## src/rtl/cmdspi_pkg.sv

```systemverilog
package cmdspi_pkg;

  localparam logic [7:0] OP_IDENT  = 8'h00;
  localparam logic [7:0] OP_RREAD  = 8'h01;
  localparam logic [7:0] OP_RWRITE = 8'h02;
  localparam logic [7:0] OP_BREAD  = 8'h03;
  localparam logic [7:0] OP_BWRITE = 8'h04;
  localparam logic [7:0] OP_QSTAT  = 8'h05;
  localparam logic [7:0] OP_QPOP   = 8'h06;
  localparam logic [7:0] OP_QPUSH  = 8'h07;

  localparam logic [7:0] FILL_BYTE  = 8'hFF;
  localparam logic [7:0] EMPTY_BYTE = 8'h00;

  typedef enum logic [1:0] {PH_CMD, PH_ARG, PH_BODY, PH_DONE} phase_e;

  // FIFO status byte: bit0 receive has data, bit1 transmit has room.
  function automatic logic [7:0] status_byte(input logic rx_empty, input logic tx_full);
    return {6'b000000, ~tx_full, ~rx_empty};
  endfunction

  // Opcodes followed by an index or address byte.
  function automatic logic takes_arg(input logic [7:0] op);
    return (op == OP_RREAD) || (op == OP_RWRITE) || (op == OP_BREAD) || (op == OP_BWRITE);
  endfunction

endpackage

```

## src/rtl/cmdspi_sync.sv

```systemverilog
module cmdspi_sync #(
  parameter int                 WIDTH   = 3,
  parameter int                 STAGES  = 2,
  parameter logic [WIDTH-1:0]   RST_VAL = '0
) (
  input  logic             clk,
  input  logic             rst_n,
  input  logic [WIDTH-1:0] d,
  output logic [WIDTH-1:0] q
);

  logic [WIDTH-1:0] chain [STAGES];

  for (genvar s = 0; s < STAGES; s++) begin : g_stage
    if (s == 0) begin : g_first
      always_ff @(posedge clk or negedge rst_n) begin
        if (!rst_n) chain[s] <= RST_VAL;
        else        chain[s] <= d;
      end
    end else begin : g_next
      always_ff @(posedge clk or negedge rst_n) begin
        if (!rst_n) chain[s] <= RST_VAL;
        else        chain[s] <= chain[s-1];
      end
    end
  end

  assign q = chain[STAGES-1];

endmodule

```

## src/rtl/cmdspi_shifter.sv

```systemverilog
module cmdspi_shifter
  import cmdspi_pkg::*;
(
  input  logic       clk,
  input  logic       rst_n,
  input  logic       sclk_s,
  input  logic       cs_n_s,
  input  logic       mosi_s,
  input  logic [7:0] tx_stage,
  output logic       active,
  output logic       byte_done,
  output logic [7:0] rx_byte,
  output logic       miso
);

  logic       sclk_d;
  logic       rise, fall;
  logic [2:0] bit_cnt;
  logic [7:0] rx_sh, tx_sh, rx_q;
  logic       done_q;

  assign active = ~cs_n_s;
  assign rise   = active & sclk_s & ~sclk_d;
  assign fall   = active & ~sclk_s & sclk_d;

  always_ff @(posedge clk or negedge rst_n) begin
    if (!rst_n) begin
      sclk_d  <= 1'b0;
      bit_cnt <= '0;
      rx_sh   <= '0;
      tx_sh   <= FILL_BYTE;
      rx_q    <= '0;
      done_q  <= 1'b0;
    end else begin
      sclk_d <= sclk_s;
      done_q <= 1'b0;
      if (!active) begin
        bit_cnt <= '0;
        rx_sh   <= '0;
        tx_sh   <= FILL_BYTE;
      end else begin
        if (rise) begin
          rx_sh   <= {rx_sh[6:0], mosi_s};
          bit_cnt <= bit_cnt + 3'd1;
          if (bit_cnt == 3'd7) begin
            done_q <= 1'b1;
            rx_q   <= {rx_sh[6:0], mosi_s};
          end
        end
        if (fall) begin
          if (bit_cnt == 3'd0) tx_sh <= tx_stage;
          else                 tx_sh <= {tx_sh[6:0], 1'b1};
        end
      end
    end
  end

  assign byte_done = done_q;
  assign rx_byte   = rx_q;
  assign miso      = tx_sh[7];

  // Releasing the frame clears the bit position and suppresses completion.
  assert_abort_clears_R7: assert property (@(posedge clk) disable iff (!rst_n)
    !active |=> (bit_cnt == 3'd0) && !done_q);

  // Output bit only moves on a falling SCLK edge inside a frame.
  assert_miso_holds_R1: assert property (@(posedge clk) disable iff (!rst_n)
    (active && !fall) |=> $stable(tx_sh));

endmodule

```

## src/rtl/cmdspi_decoder.sv

```systemverilog
module cmdspi_decoder
  import cmdspi_pkg::*;
#(
  parameter logic [7:0] DEVICE_ID = 8'hA5,
  parameter int         REG_W     = 32,
  parameter int         ADDR_W    = 8
) (
  input  logic              clk,
  input  logic              rst_n,
  input  logic              active,
  input  logic              byte_done,
  input  logic [7:0]        rx_byte,
  output logic [7:0]        tx_stage,
  output logic              reg_rd,
  output logic              reg_wr,
  output logic [7:0]        reg_idx,
  output logic [REG_W-1:0]  reg_wdata,
  input  logic [REG_W-1:0]  reg_rdata,
  output logic              buf_re,
  output logic              buf_we,
  output logic [ADDR_W-1:0] buf_addr,
  output logic [7:0]        buf_wdata,
  input  logic [7:0]        buf_rdata,
  input  logic              rx_empty,
  input  logic [7:0]        rx_data,
  output logic              rx_pop,
  input  logic              tx_full,
  output logic [7:0]        tx_data,
  output logic              tx_push
);

  localparam int              REG_NB = REG_W / 8;
  localparam int              CNT_W  = (REG_NB > 1) ? $clog2(REG_NB) : 1;
  localparam logic [CNT_W-1:0] LAST  = CNT_W'(REG_NB - 1);

  // Byte k of a word, least significant first.
  function automatic logic [7:0] byte_of(input logic [REG_W-1:0] w, input logic [CNT_W-1:0] k);
    return 8'(w >> {k, 3'b000});
  endfunction

  // Word with byte k replaced by b.
  function automatic logic [REG_W-1:0] put_byte(input logic [REG_W-1:0] w,
                                                input logic [CNT_W-1:0] k,
                                                input logic [7:0] b);
    logic [REG_W-1:0] m;
    m = {{(REG_W-8){1'b0}}, 8'hFF} << {k, 3'b000};
    return (w & ~m) | ({{(REG_W-8){1'b0}}, b} << {k, 3'b000});
  endfunction

  phase_e           phase;
  logic [7:0]       cmd_q;
  logic [CNT_W-1:0] cnt;
  logic [REG_W-1:0] word_q;
  logic [ADDR_W-1:0] addr_q;
  logic [1:0]       rd_wait;
  logic             any_strobe;

  assign any_strobe = reg_rd | reg_wr | buf_re | buf_we | rx_pop | tx_push;

  always_ff @(posedge clk or negedge rst_n) begin
    if (!rst_n) begin
      phase     <= PH_CMD;
      cmd_q     <= '0;
      cnt       <= '0;
      word_q    <= '0;
      addr_q    <= '0;
      rd_wait   <= '0;
      tx_stage  <= FILL_BYTE;
      reg_rd    <= 1'b0;
      reg_wr    <= 1'b0;
      reg_idx   <= '0;
      reg_wdata <= '0;
      buf_re    <= 1'b0;
      buf_we    <= 1'b0;
      buf_addr  <= '0;
      buf_wdata <= '0;
      rx_pop    <= 1'b0;
      tx_push   <= 1'b0;
      tx_data   <= '0;
    end else begin
      reg_rd  <= 1'b0;
      reg_wr  <= 1'b0;
      buf_re  <= 1'b0;
      buf_we  <= 1'b0;
      rx_pop  <= 1'b0;
      tx_push <= 1'b0;
      rd_wait <= {rd_wait[0], 1'b0};

      // Read data returns one cycle after the strobe is seen.
      if (rd_wait[1]) begin
        if (cmd_q == OP_RREAD) begin
          word_q   <= reg_rdata;
          tx_stage <= byte_of(reg_rdata, '0);
        end else begin
          tx_stage <= buf_rdata;
        end
      end

      if (!active) begin
        phase    <= PH_CMD;
        cnt      <= '0;
        rd_wait  <= '0;
        tx_stage <= FILL_BYTE;
      end else if (byte_done) begin
        unique case (phase)
          PH_CMD: begin
            cmd_q    <= rx_byte;
            tx_stage <= FILL_BYTE;
            phase    <= takes_arg(rx_byte) ? PH_ARG : PH_DONE;
            case (rx_byte)
              OP_IDENT: tx_stage <= DEVICE_ID;
              OP_QSTAT: tx_stage <= status_byte(rx_empty, tx_full);
              OP_QPOP: begin
                if (!rx_empty) begin
                  tx_stage <= rx_data;
                  rx_pop   <= 1'b1;
                end else begin
                  tx_stage <= EMPTY_BYTE;
                end
              end
              OP_QPUSH: phase <= PH_BODY;
              default: ;
            endcase
          end
          PH_ARG: begin
            cnt   <= '0;
            phase <= PH_BODY;
            case (cmd_q)
              OP_RREAD: begin
                reg_idx <= rx_byte;
                reg_rd  <= 1'b1;
                rd_wait <= 2'b01;
              end
              OP_RWRITE: reg_idx <= rx_byte;
              OP_BREAD: begin
                buf_addr <= rx_byte[ADDR_W-1:0];
                buf_re   <= 1'b1;
                rd_wait  <= 2'b01;
                addr_q   <= rx_byte[ADDR_W-1:0] + 1'b1;
              end
              OP_BWRITE: addr_q <= rx_byte[ADDR_W-1:0];
              default: phase <= PH_DONE;
            endcase
          end
          PH_BODY: begin
            case (cmd_q)
              OP_RREAD: begin
                if (cnt == LAST) begin
                  tx_stage <= FILL_BYTE;
                  phase    <= PH_DONE;
                end else begin
                  tx_stage <= byte_of(word_q, cnt + 1'b1);
                  cnt      <= cnt + 1'b1;
                end
              end
              OP_RWRITE: begin
                word_q <= put_byte(word_q, cnt, rx_byte);
                if (cnt == LAST) begin
                  reg_wr    <= 1'b1;
                  reg_wdata <= put_byte(word_q, cnt, rx_byte);
                  phase     <= PH_DONE;
                end else begin
                  cnt <= cnt + 1'b1;
                end
              end
              OP_BREAD: begin
                buf_addr <= addr_q;
                buf_re   <= 1'b1;
                rd_wait  <= 2'b01;
                addr_q   <= addr_q + 1'b1;
              end
              OP_BWRITE: begin
                buf_addr  <= addr_q;
                buf_wdata <= rx_byte;
                buf_we    <= 1'b1;
                addr_q    <= addr_q + 1'b1;
              end
              OP_QPUSH: begin
                if (!tx_full) begin
                  tx_push <= 1'b1;
                  tx_data <= rx_byte;
                end
                phase <= PH_DONE;
              end
              default: phase <= PH_DONE;
            endcase
          end
          PH_DONE: tx_stage <= FILL_BYTE;
          default: phase <= PH_DONE;
        endcase
      end
    end
  end

  // A pop only follows a cycle in which the receive FIFO had data.
  assert_pop_guard_R9: assert property (@(posedge clk) disable iff (!rst_n)
    rx_pop |-> $past(!rx_empty));

  // A push only follows a cycle in which the transmit FIFO had room.
  assert_push_guard_R10: assert property (@(posedge clk) disable iff (!rst_n)
    tx_push |-> $past(!tx_full));

  // A register write is the result of a completed body byte.
  assert_write_on_byte_R4: assert property (@(posedge clk) disable iff (!rst_n)
    reg_wr |-> $past(byte_done && active && phase == PH_BODY));

  // Outside a frame no strobe of any kind appears.
  assert_idle_quiet_R7: assert property (@(posedge clk) disable iff (!rst_n)
    !active |=> !any_strobe);

  // Once a frame is finished or unknown, it produces no further strobes.
  assert_done_quiet_R11: assert property (@(posedge clk) disable iff (!rst_n)
    (active && phase == PH_DONE) |=> !any_strobe);

endmodule

```

## src/rtl/cmdspi_slave.sv

```systemverilog
module cmdspi_slave
  import cmdspi_pkg::*;
#(
  parameter logic [7:0] DEVICE_ID   = 8'hA5,
  parameter int         REG_W       = 32,
  parameter int         ADDR_W      = 8,
  parameter int         SYNC_STAGES = 2
) (
  input  logic              clk,
  input  logic              rst_n,
  input  logic              spi_sclk,
  input  logic              spi_cs_n,
  input  logic              spi_mosi,
  output logic              spi_miso,
  output logic              reg_rd,
  output logic              reg_wr,
  output logic [7:0]        reg_idx,
  output logic [REG_W-1:0]  reg_wdata,
  input  logic [REG_W-1:0]  reg_rdata,
  output logic              buf_re,
  output logic              buf_we,
  output logic [ADDR_W-1:0] buf_addr,
  output logic [7:0]        buf_wdata,
  input  logic [7:0]        buf_rdata,
  input  logic              rx_empty,
  input  logic [7:0]        rx_data,
  output logic              rx_pop,
  input  logic              tx_full,
  output logic [7:0]        tx_data,
  output logic              tx_push
);

  logic [2:0] pins_s;
  logic       active, byte_done;
  logic [7:0] rx_byte, tx_stage;

  cmdspi_sync #(
    .WIDTH  (3),
    .STAGES (SYNC_STAGES),
    .RST_VAL(3'b010)
  ) u_sync (
    .clk  (clk),
    .rst_n(rst_n),
    .d    ({spi_sclk, spi_cs_n, spi_mosi}),
    .q    (pins_s)
  );

  cmdspi_shifter u_shift (
    .clk      (clk),
    .rst_n    (rst_n),
    .sclk_s   (pins_s[2]),
    .cs_n_s   (pins_s[1]),
    .mosi_s   (pins_s[0]),
    .tx_stage (tx_stage),
    .active   (active),
    .byte_done(byte_done),
    .rx_byte  (rx_byte),
    .miso     (spi_miso)
  );

  cmdspi_decoder #(
    .DEVICE_ID(DEVICE_ID),
    .REG_W    (REG_W),
    .ADDR_W   (ADDR_W)
  ) u_dec (
    .clk      (clk),
    .rst_n    (rst_n),
    .active   (active),
    .byte_done(byte_done),
    .rx_byte  (rx_byte),
    .tx_stage (tx_stage),
    .reg_rd   (reg_rd),
    .reg_wr   (reg_wr),
    .reg_idx  (reg_idx),
    .reg_wdata(reg_wdata),
    .reg_rdata(reg_rdata),
    .buf_re   (buf_re),
    .buf_we   (buf_we),
    .buf_addr (buf_addr),
    .buf_wdata(buf_wdata),
    .buf_rdata(buf_rdata),
    .rx_empty (rx_empty),
    .rx_data  (rx_data),
    .rx_pop   (rx_pop),
    .tx_full  (tx_full),
    .tx_data  (tx_data),
    .tx_push  (tx_push)
  );

  // Register and buffer strobes never overlap.
  assert_single_access_R3: assert property (@(posedge clk) disable iff (!rst_n)
    $onehot0({reg_rd, reg_wr, buf_re, buf_we}));

endmodule

```

## config.mk

```make
export PLATFORM = sky130hd
export DESIGN_NAME = cmdspi_slave
export DESIGN_NICKNAME = d
export VERILOG_FILES = /design/src/rtl/cmdspi_pkg.sv /design/src/rtl/cmdspi_sync.sv /design/src/rtl/cmdspi_shifter.sv /design/src/rtl/cmdspi_decoder.sv /design/src/rtl/cmdspi_slave.sv
export SDC_FILE = /design/constraint.sdc
export NUM_CORES = 1
export LEC_CHECK = 0
export ABC_CLOCK_PERIOD_IN_PS = 8200
export BUFFER_PORTS_ARGS = -buffer_cell sky130_fd_sc_hd__buf_4
export CAP_MARGIN = 0
export CORE_MARGIN = 4
export CORE_UTILIZATION = 55
export CTS_CLUSTER_DIAMETER = 40
export DETAILED_ROUTE_END_ITERATION = 10
export PLACE_DENSITY = 0.79
export SYNTH_ARGS = -nofsm -noshare
export SYNTH_HDL_FRONTEND = slang
export SYNTH_SLANG_ARGS = --single-unit
```

## constraint.sdc

```tcl
create_clock -name clk -period 8.2 [get_ports clk]
set_clock_uncertainty 0.1 [all_clocks]
set_input_delay 1.64 -clock clk [delete_from_list [all_inputs] [get_ports clk]]
set_output_delay 1.64 -clock clk [all_outputs]
set_load 0.05 [all_outputs]
```

# Word level (Yosys, flattened, before mapping)
# Index checks and enable logic that the tools add are counted.
[classes]
n_addsub = 4
eq_ne = 24
n_shift = 3
muxes = 76
bitwise = 12
reduce_logical = 27
[op_table]
columns = ["operator", "count"]
rows = [
  ["32-bit two-way mux", 6],
  ["8-bit two-way mux", 13],
  ["8-bit by 3-bit equality test with 1-bit output (second input constant)", 6],
  ["8-bit case mux with 2 select lines", 3],
  ["8-bit case mux with 3 select lines", 2],
  ["32-bit bitwise AND", 1],
  ["8-bit by 2-bit equality test with 1-bit output (second input constant)", 4],
  ["32-bit inverter", 1],
  ["32-bit OR", 1],
  ["8-bit by 5-bit left shift with 32-bit output", 1],
  ["8-bit by 5-bit left shift with 32-bit output (first input constant)", 1],
  ["32-bit by 5-bit right shift with 8-bit output", 1],
  ["1-bit two-way mux", 31],
  ["2-bit two-way mux", 13],
  ["5-bit AND reduction", 4],
  ["8-bit by 1-bit adder with 8-bit output (second input constant)", 2],
  ["8-bit by 1-bit equality test with 1-bit output (second input constant)", 2],
  ["4-bit AND reduction", 4],
  ["7-bit two-way mux", 2],
  ["2-bit case mux with 2 select lines", 3],
  ["3-bit inequality test (second input constant)", 3],
  ["8-bit logical NOT", 1],
  ["2-bit nonzero test", 4],
  ["2-bit OR reduction", 4],
  ["20 further kinds", 33],
]
[word_totals]
ff_bits = 166
in_bits = 55
out_inout_bits = 71
word_cells = 172

# Longest topological paths before layout
# Gate-level depths: netlist of run 1.
[depth]
depth_word = 9
ltp_mapped = 9
ltp_nobuf = 7

# Hierarchy
# Synthesis of run 1 repeated with hierarchy kept, for this count alone.
[hier_totals]
cells_unflattened = 810
hier_area_um2 = 8348.0
[by_module_without_submodules]
columns = ["module", "n_inst", "cells_per_inst", "area_per_inst_um2", "seq_area_each_um2"]
rows = [
  ["cmdspi_decoder", 1, 692, 6911.6, 3313.2],
  ["cmdspi_shifter", 1, 109, 1261.2, 710.7],
  ["cmdspi_sync", 1, 9, 175.2, 152.6],
]

# Least setup slack after synthesis of run 1
# Ideal clock, no wire load.
[synth_timing]
path_kind = "register -> register"
startpoint = "reg u_dec.phase[0]"
endpoint = "reg u_dec.tx_data[0]"
setup_time_ns = 0.125
arrival_time_ns = 2.399
t_required_ns = 7.975
setup_slack_ns = 5.576
path_stages_with_launch = 9
path_buffers = 2
period_less_slack_ns = 2.624
cell_sequence = "dfrtp_1 > inv_1 > ha_1 > clkbuf_1 > and4b_1 > or3b_2 > buf_2 > nor3_4 > mux2_2"
[synth_via]
elab_chain_len = 2
[synth_rtl]
columns = ["element", "line", "text"]
rows = [
  ["from (decl)", "cmdspi_decoder.sv:50", "phase_e phase;"],
  ["from (signal assigned)", "cmdspi_decoder.sv:109", "phase <= takes_arg(rx_byte) ? PH_ARG : PH_DONE;"],
  ["2-bit equality test", "cmdspi_decoder.sv:105", "unique case (phase)"],
  ["5-bit AND reduction (no line)", "n/a", ""],
  ["to (signal assigned)", "cmdspi_decoder.sv:181", "tx_data <= rx_byte;"],
  ["to (decl)", "cmdspi_decoder.sv:28", "output logic [7:0] tx_data,"],
]
# Every way passes these cells.
# A chain may end at the register's enable or synchronous reset.

# Final worst setup path of run 1
[layout_timing]
startpoint = "reg u_dec.cmd_q[5]"
endpoint = "reg u_dec.tx_stage[0]"
[layout_via]
elab_chain_len = 7
[layout_rtl]
columns = ["element", "line", "text"]
rows = [
  ["from (decl)", "cmdspi_decoder.sv:51", "logic [7:0] cmd_q;"],
  ["from (signal assigned)", "cmdspi_decoder.sv:107", "cmd_q <= rx_byte;"],
  ["8-bit by 1-bit equality test with 1-bit output (*)", "cmdspi_decoder.sv:91, cmdspi_decoder.sv:146", ""],
  ["8-bit two-way mux", "cmdspi_decoder.sv:91", "if (cmd_q == OP_RREAD) begin"],
  ["8-bit two-way mux", "cmdspi_decoder.sv:90", "if (rd_wait[1]) begin"],
  ["8-bit two-way mux", "cmdspi_decoder.sv:146", "case (cmd_q)"],
  ["8-bit case mux with 3 select lines", "cmdspi_decoder.sv:105", ""],
  ["8-bit two-way mux (*)", "cmdspi_decoder.sv:104", "end else if (byte_done) begin"],
  ["8-bit two-way mux (*)", "cmdspi_decoder.sv:99", "if (!active) begin"],
  ["to (signal assigned)", "cmdspi_decoder.sv:112", "OP_QSTAT: tx_stage <= status_byte(rx_empty, tx_full);"],
  ["to (signal assigned)", "cmdspi_decoder.sv:115", "tx_stage <= rx_data;"],
  ["to (signal assigned)", "cmdspi_decoder.sv:152", "tx_stage <= byte_of(word_q, cnt + 1'b1);"],
  ["to (decl)", "cmdspi_decoder.sv:13", "output logic [7:0] tx_stage,"],
]
# Mark *: on every way between the ends. The rest lies on a longest branch, timed or not.

==> reports/qor.yml, run 1 <==
routing:
  drc: 0
  dr.pass1.iters: 5
  drt_iter0_markers: 781
  wl_mm: 22.9
  routed_via_density: 6.42
  routed-via-count: 6959
  ant_nets: 0
  wl_per_cell_um: 21.2
sta:
  worstMarginPinSlew_ps: 1040
  hold_viol_final: 0
  fin_setup_tns_ps: 0
  final-max-slew-violation-count: 0
  layout_min_cycle_time_ps: 3080
  max_freq_mhz: 325
  maxSlewHeadroom_pct: 30.7
  rsz0062_at_grt: "no"
  setup_violations: 0
  finalCritPeriodShare_pct: 37.6
floorplanning:
  start_util_pct: 56.5
  fp.dieArea_mm2: 0.0171
  rows: 44
  die_x_um: 131
  pin_count: 126
  die_h_um: 131
  core-area_mm2: 0.0146
yosys:
  syn_area_mm2: 0.00828
  synthArstFlopShare_pct: 100
  ys_seq_area_share_pct: 50.4
  avgSynthCellArea_um2: 10.4
  synth_enable_flop_cells: 0
  synth-seq-cells: 166
  yosysWarnings: 0
  synth_nets: 869
  ys.flop_type: "dfrtp_1"
  synthCells: 798
  ys_types: 57
grt:
  antenna_found_initial: 0
  grt_util_all_layers_pct: 27.6
  grt_pass1_wl_mm: 36.2
  overflow: 0
  grt_max_degree: 108
  grt_pass1_vias: 6769
setup_path:
  critical_path_class: "reg -> reg"
  worst_ep_required_time_ps: 8440
  r2r_start: "u_dec.cmd_q[5]$_DFFE_PN0P_"
  critPathSlowestCell: "nor2_4"
  regToRegEndpoint: "u_dec.tx_stage[0]$_DFF_PN1_"
  critPathMaxFanout: 35
  critical-path-max-stage-delay_ps: 680
  endpoint_kind: "flip-flop"
  arrival_ps: 3320
  cp_cell_sequence: "or4_4 > or4_4 > nor2_4 > a21oi_1 > a32oi_1"
  start_kind: "flip-flop"
  rrSetupSlack_ps: 5120
  r2r_cells: 5
  cp_common_cell: "or4_4"
run_status:
  outcome: "finished, final reports clean"
cells_and_area:
  final_cell_mix: "dfrtp_1 (148), buf_4 (129), nand2_1 (97)"
  fillers: 1168
  layout_commonest_cell: "dfrtp_1"
  drive_gt1_share_pct: 27.3
  fin_util_pct: 66.9
  insertedDiodeCount: 0
  nets: 958
  syn2layout_area_growth_pct: 18.4
  multiInputGateArea_mm2: 0.00377
  regArea_mm2: 0.00418
clock_network:
  tritoncts: "built"
  cts.reportedPaths.clkPinSlew_ps: 60
  postCtsSetupBuffers: 0
  cts_resized: 0
  numCtsBuffers: 17
  htreeDepth: 4
  clock_latency_ps: 440
  clock_path_buffers: 2
  root_buffer: "clkbuf_16"
  clock-sinks: 166
  ctsHoldBuffers: 0
power_and_ir_drop:
  pwr_density_cell_mw_per_mm2: 169
  ir_worst_vdd_uv: 150
  p_leak_nw: 4.61
place:
  place_hpwl_mm: 15.4
  place_congestion: 0.894
  io_buffers: 125
hold_path:
  hold_end: "u_sync.q[0]$_DFF_PN0_"
  holdPathStages: 0
  hold_class: "reg -> reg"
  hold_start: "u_sync.chain[3]$_DFF_PN0_"
job:
  cap_violations: 0
## sequential cells by signal, summed over array words and instances (netlist names), 2 cells and up
name,cells
u_dec.buf_addr,8
u_shift.rx_byte,8
u_shift.rx_sh,7
u_dec.word_q,32
u_dec.buf_wdata,8
u_shift.tx_sh,8
u_dec.addr_q,8
u_sync.q,3
u_dec.cnt,2
u_sync.chain,3
u_dec.cmd_q,8
u_dec.tx_data,8
u_shift.bit_cnt,3
u_dec.phase,2
u_dec.reg_wdata,32
u_dec.rd_wait,2
u_dec.reg_idx,8
u_dec.tx_stage,8
## where the power goes
part	switching (mW)	internal [mW]	leakage, nW
Clock	0.344	0.430	0.275
Combinational	0.0344	0.0225	2.13
Sequential	0.00428	0.824	2.20
## worst max path at each step
stage,to,cells after the start,startpoint,slack [ps]
global placement,u_dec.reg_wdata[21]$_DFFE_PN0P_,2,rst_n,4900
finish,u_dec.tx_stage[0]$_DFF_PN1_,5,u_dec.cmd_q[5]$_DFFE_PN0P_,5120
floorplan,u_dec.tx_data[0]$_DFFE_PN0P_,8,u_dec.phase[0]$_DFFE_PN0P_,5580
global route,u_dec.tx_stage[0]$_DFF_PN1_,5,u_dec.cnt[0]$_DFFE_PN0P_,5010
CTS,u_dec.tx_stage[0]$_DFF_PN1_,5,u_dec.cmd_q[5]$_DFFE_PN0P_,5200
detailed placement,u_dec.reg_wdata[23]$_DFFE_PN0P_,2,rst_n,4870
## cell usage after synthesis (all sizes together) (7+ instances only)
library cell  number  area (µm²)
dfstp             18         473
o31ai             10        75.1
clkbuf            47         176
dfrtp            148        3700
a221o             25         250
mux4               8         180
nor2              85         327
ha                16         200
mux2              47         529
nand4              8        50.1
nand3             17        85.1
a31oi             13        81.3
buf               13        77.6
a221oi            26         228
a32oi             15         131
o21ai             32         160
nand2             97         364
inv               20        75.1
mux2i              7        70.1
a21oi             30         150
nor3              14        86.3
and3              26         163
nor2b              7        43.8
## through the flow
step                      setup WS (ps)  hold WS (ps)  total power, mW  cell area [µm²]  std cells
after floorplan                    5580           231            0.856             8280        798
after global placement             4900           233            0.901             9240       1052
after detailed placement           4870           239            0.901             9240       1052
after CTS                          5200           253             1.67             9800       1084
after global routing               5010           264             1.71             9800       1084
final                              5120           249             1.66             9800       1084
## final cells by class
type | count | share of cell area (%)
sequential | 166 | 42.6
clock buffer | 19 | 4.52
tap | 184 | 2.35
inverter | 21 | 0.804
clock inverter | 13 | 1.24
multi-input combinational | 551 | 38.5
timing repair buffer | 130 | 10.0
## routing by layer
metal | GRT usage, % | vias up | routed length (µm) | share of wire [%]
li1 | - | 3108 | - | -
met1 | 37.7 | 3380 | 9070 | 40
met2 | 41.8 | 405 | 10700 | 47
met3 | 6.99 | 66 | 2350 | 10
met4 | 12.9 | 0 | 816 | 3.6
met5 | 0 | - | 0 | 0
## worst max-delay path, delay by kind of cell (launching register included)
family,cells,cell delay (ps)
AOI/OAI and AO/OA,2,490
DFF,1,390
and+or+nand+nor,3,1980
## logic make-up (layout without fill, tap and decap cells)
group / Yosys count / after routing / share of synthesized area (%)
adder cells (fa/ha/maj): 16 / 16 / 2.42
flip-flops: 166 / 166 / 50.4
multiplexers: 62 / 62 / 9.42
buffers and inverters: 81 / 183 / 4.02
AO/OA/AOI/OAI: 181 / 181 / 16.2
XOR/XNOR: 8 / 8 / 0.846
AND/OR/NAND/NOR: 284 / 284 / 16.7
(Power assumes the default switching activity.)
==> run 2, diff against run 1 <==
Settings changed: ABC_CLOCK_PERIOD_IN_PS 8200 to 2850.
Clock period 8.2 ns to 2.85 ns, I/O delays scaled along.
==> run 2 against run 1 <==
  * Non-clock buffer count rose by 32
  * First-iteration DRC count rose by 0.26%
  * Combinational power rose to 3.1 times the previous value
  * Core utilization rose by 1.4 points
==> reports/qor.yml, run 2 (synthesis results as in run 1) <==
run_status:
  outcome: "finished, final reports clean"
clock_network:
  cts_resized: 0
  htreeDepth: 4
  clock_path_buffers: 2
  cts.reportedPaths.clkPinSlew_ps: 60
  clock_latency_ps: 430
  numCtsBuffers: 17
  tritoncts: "built"
  postCtsSetupBuffers: 0
  ctsHoldBuffers: 0
  root_buffer: "clkbuf_16"
  clock-sinks: 166
routing:
  ant_nets: 0
  dr.pass1.iters: 5
  routed-via-count: 7072
  drc: 0
  drt_iter0_markers: 783
  routed_via_density: 6.35
  wl_per_cell_um: 21.0
  wl_mm: 23.4
sta:
  fin_setup_tns_ps: 0
  hold_viol_final: 0
  setup_violations: 0
  maxSlewHeadroom_pct: 50.3
  worstMarginPinSlew_ps: 735
  rsz0062_at_grt: "no"
  finalCritPeriodShare_pct: 93.4
  final-max-slew-violation-count: 0
  max_freq_mhz: 376
  timing.final.ws_setup_ps: 189
  layout_min_cycle_time_ps: 2660
setup_path:
  endpoint_kind: "flip-flop"
  arrival_ps: 2880
  r2r_start: "u_dec.cmd_q[5]$_DFFE_PN0P_"
  rrSetupSlack_ps: 190
  cp_cell_sequence: "or4_4 > or3b_2 > nor3_4 > mux2_2"
  crit_start: "u_dec.cmd_q[5]$_DFFE_PN0P_"
  start_kind: "flip-flop"
  critPathMaxFanout: 11
  critical_path_class: "reg -> reg"
  critical-path-max-stage-delay_ps: 640
  worst_ep_required_time_ps: 3070
  critPathSlowestCell: "or4_4"
floorplanning:
  rows: 44
  pin_count: 126
  die_h_um: 131
  core-area_mm2: 0.0146
  fp.dieArea_mm2: 0.0171
  die_x_um: 131
  start_util_pct: 56.5
hold_path:
  hold_class: "in -> async"
job:
  cap_violations: 0
cells_and_area:
  syn2layout_area_growth_pct: 20.9
  nets: 990
  layout_commonest_cell: "buf_4"
  largest_registers: "u_dec.reg_wdata (32), u_dec.word_q (32)"
  insertedDiodeCount: 0
  drive_gt1_share_pct: 29.7
  final_cell_mix: "buf_4 (160), dfrtp_1 (148), nand2_1 (97)"
place:
  place_congestion: 0.923
  place_hpwl_mm: 16.3
  dpl_worst_slack_ps: 205
  io_buffers: 125
grt:
  antenna_found_initial: 0
  overflow: 0
  grt_pass1_wl_mm: 36.2
  grt_pass1_vias: 6692
  grt_util_all_layers_pct: 27.7
  grt_max_degree: 63
power_and_ir_drop:
  pwr_density_cell_mw_per_mm2: 463
  ir_worst_vdd_uv: 370
  p_total_mw: 4.63
  p_leak_nw: 4.75
run 2: cell types whose count changed in the layout (fill, tap and decap cells not counted), sizes merged:
cell and delta:
buf +32, bufinv -1, clkinv +2, clkinvlp +1, inv -4
run 2: per-stage QoR:
stage | hold WS (ps) | utilization (%) | instance area (µm²) | std cells
3_3_place_gp | 232 | 64.8 | 9490 | 1084
5_1_grt | 70.1 | 68.3 | 10000 | 1114
6_report | 30.5 | 68.3 | 10000 | 1114
4_1_cts | 42.2 | 68.3 | 10000 | 1114
3_5_place_dp | 240 | 64.8 | 9490 | 1084
2_1_floorplan | 174 | - | 8280 | 798
run 2: power by group:
group / internal, mW / switching, mW / total [mW] / leakage, nW
logic: 0.0714 / 0.107 / 0.178 / 2.30
registers: 2.37 / 0.00679 / 2.38 / 2.20
clock network: 1.13 / 0.946 / 2.07 / 0.251
total: 3.57 / 1.06 / 4.63 / 4.75
run 2: worst paths after layout:
check	cells past startpoint	endpoint
max reg2reg	4	u_dec.tx_data[6]$_DFFE_PN0P_
min reg2reg	0	u_sync.q[2]$_DFF_PN0_
max	4	u_dec.tx_data[6]$_DFFE_PN0P_
min in group clk	1	u_sync.chain[3]$_DFF_PN0_
min	1	u_dec.reg_rd$_DFF_PN0_
max in group asynchronous	2	u_dec.cmd_q[4]$_DFFE_PN0P_
run 2: metal layers:
layer	track usage (%)	wire (µm)	vias to the layer above
li1	-	-	3155
met1	38.3	9390	3445
met2	43.4	11100	407
met3	6.34	2240	65
met4	9.74	599	0
met5	0	0	-
run 2: area by class of cell:
class | count | area, µm²
multi-input combinational | 551 | 3770
inverter | 21 | 78.8
fill | 1145 | 4640
clock buffer | 19 | 443
tap | 184 | 230
timing repair buffer | 162 | 1230
clock inverter | 11 | 77.6
sequential | 166 | 4180
run 2: critical path, delay by kind of cell, from the launching register on:
| kind | cells | cell delay, ps |
|---|---|---|
| and+or+nand+nor | 3 | 1670 |
| muxes | 1 | 390 |
| DFF | 1 | 380 |
==> run 3, diff against run 2 <==
Settings changed: CELL_PAD_IN_SITES_DETAIL_PLACEMENT set to 0, CELL_PAD_IN_SITES_GLOBAL_PLACEMENT set to 1, CORE_UTILIZATION 55 to 45, PLACE_DENSITY 0.79 to 0.82.
==> run 3 against run 2 <==
  * Via count fell by 2.7%
  * Final cell count rose by 4.3%
  * Critical path depth did not move
  * First-iteration DRC count fell by 26%
  * Global-route usage fell by 4.1 points
  * Sequential cell count did not move
  * Worst hold slack improved by 13 ps
  * Power rose by 4.6%
  * Non-clock buffer count rose by 1
  * Cell area rose by 1.7%
  * Critical path type unchanged
  * Critical endpoint is now u_dec.tx_data[1]$_DFFE_PN0P_
  * Largest cell class unchanged
  * Largest power group unchanged
==> reports/qor.yml, run 3 (synthesis results as in run 1) <==
job:
  cap_violations: 0
sta:
  final-max-slew-violation-count: 0
  layout_min_cycle_time_ps: 2670
  finalCritPeriodShare_pct: 93.7
  holdWs_ps: 43.5
  max_freq_mhz: 374
  worstMarginPinSlew_ps: 862
  rsz0062_at_grt: "no"
  fin_setup_tns_ps: 0
  hold_viol_final: 0
  maxSlewHeadroom_pct: 42.4
  setup_violations: 0
setup_path:
  r2r_cells: 4
  critical_path_class: "reg -> reg"
  start_kind: "flip-flop"
  rrSetupSlack_ps: 180
  endpoint_kind: "flip-flop"
  crit_end: "u_dec.tx_data[1]$_DFFE_PN0P_"
  crit_start: "u_dec.cmd_q[5]$_DFFE_PN0P_"
  worst_ep_required_time_ps: 3060
  critPathMaxFanout: 11
  arrival_ps: 2880
  r2r_start: "u_dec.cmd_q[5]$_DFFE_PN0P_"
  regToRegEndpoint: "u_dec.tx_data[1]$_DFFE_PN0P_"
clock_network:
  ctsHoldBuffers: 0
  numCtsBuffers: 17
  cts.reportedPaths.clkPinSlew_ps: 70
  htreeDepth: 4
  root_buffer: "clkbuf_16"
  tritoncts: "built"
  clock-sinks: 166
  postCtsSetupBuffers: 0
  clock_path_buffers: 2
  clock_latency_ps: 430
  cts_resized: 0
place:
  io_buffers: 125
  place_hpwl_mm: 17.0
  place_congestion: 0.848
cells_and_area:
  drive_gt1_share_pct: 29.9
  layout_commonest_cell: "buf_4"
  fin_util_pct: 56.4
  nets: 991
  insertedDiodeCount: 0
  syn2layout_area_growth_pct: 22.9
  largest_registers: "u_dec.reg_wdata (32), u_dec.word_q (32)"
  final_cell_mix: "buf_4 (158), dfrtp_1 (148), nand2_1 (97)"
grt:
  grt_pass1_vias: 6662
  grt_max_degree: 64
  grt_util_all_layers_pct: 23.6
  overflow: 0
  grt_pass1_wl_mm: 37.5
  antenna_found_initial: 0
routing:
  dr.pass1.iters: 7
  routed-via-count: 6884
  drc: 0
  routed_via_density: 5.92
  wl_mm: 24.1
  ant_nets: 0
  wl_per_cell_um: 20.8
  drt_iter0_markers: 577
power_and_ir_drop:
  p_int_mw: 3.73
  pwr_density_cell_mw_per_mm2: 476
  p_sw_share_pct: 22.9
  p_sw_mw: 1.11
  p_leak_nw: 4.80
  power_frac_clock_pct: 47.2
  ir_worst_vdd_uv: 603
  comb_power_share_pct: 3.7
  pwr-share-seq_pct: 49.2
floorplanning:
  die_h_um: 144
  die_x_um: 144
  rows: 49
  fp.dieArea_mm2: 0.0206
  pin_count: 126
  core-area_mm2: 0.0180
  start_util_pct: 45.9
hold_path:
  hold_class: "in -> async"
run_status:
  outcome: "finished, final reports clean"
run 3: critical path: stages, from the launching register on:
cell and delay [ps]:
dfrtp_1 370, or4_4 630, or3b_2 580, nor3_4 470
mux2_2 400
run 3: stage by stage:
step	power, mW	cell area (µm²)	cells	worst slack (ps)
finish	4.85	10200	1162	178
global route	5.00	10200	1162	106
CTS	4.88	10200	1162	176
detailed placement	2.61	9590	1130	193
global placement	2.61	9590	1130	238
floorplan	2.46	8280	798	226
run 3: how the worst min path moves through the flow:
| stage | start | to | cells past startpoint | slack, ps |
|---|---|---|---|---|
| 2_1_floorplan | rst_n | u_dec.addr_q[0]$_DFFE_PN0P_ | 0 | 170 |
| 3_3_place_gp | u_sync.chain[3]$_DFF_PN0_ | u_sync.q[0]$_DFF_PN0_ | 0 | 230 |
| 3_5_place_dp | u_sync.chain[3]$_DFF_PN0_ | u_sync.q[0]$_DFF_PN0_ | 0 | 240 |
| 4_1_cts | rst_n | u_dec.addr_q[2]$_DFFE_PN0P_ | 1 | 50 |
| 5_1_grt | rst_n | u_dec.addr_q[2]$_DFFE_PN0P_ | 1 | 80 |
| 6_report | rst_n | u_dec.addr_q[2]$_DFFE_PN0P_ | 1 | 40 |
run 3: final cells by class:
type / count / area, µm²
multi-input cells: 551 / 3770
fillers: 1607 / 7850
well taps: 229 / 287
flip-flops and latches: 166 / 4180
clock inverters: 11 / 115
clock buffers: 21 / 470
repair buffers: 163 / 1280
inverters: 21 / 78.8
run 3: power groups by stage:
stage                     Clock (mW)  Combinational, mW  Sequential (mW)
final                           2.29              0.178             2.38
after global routing            2.42              0.198             2.38
after CTS                       2.32              0.182             2.38
after detailed placement           0              0.182             2.42
after global placement             0              0.181             2.42
after floorplan                    0             0.0406             2.42
run 3: layer usage:
metal / track usage, % / routed length [µm] / up-vias / share of wire (%)
li1: - / - / 3174 / -
met1: 33.2 / 10500 / 3380 / 43
met2: 37.8 / 11500 / 293 / 48
met3: 4.96 / 1710 / 37 / 7.1
met4: 5.70 / 419 / 0 / 1.7
met5: 0 / 0 / - / 0
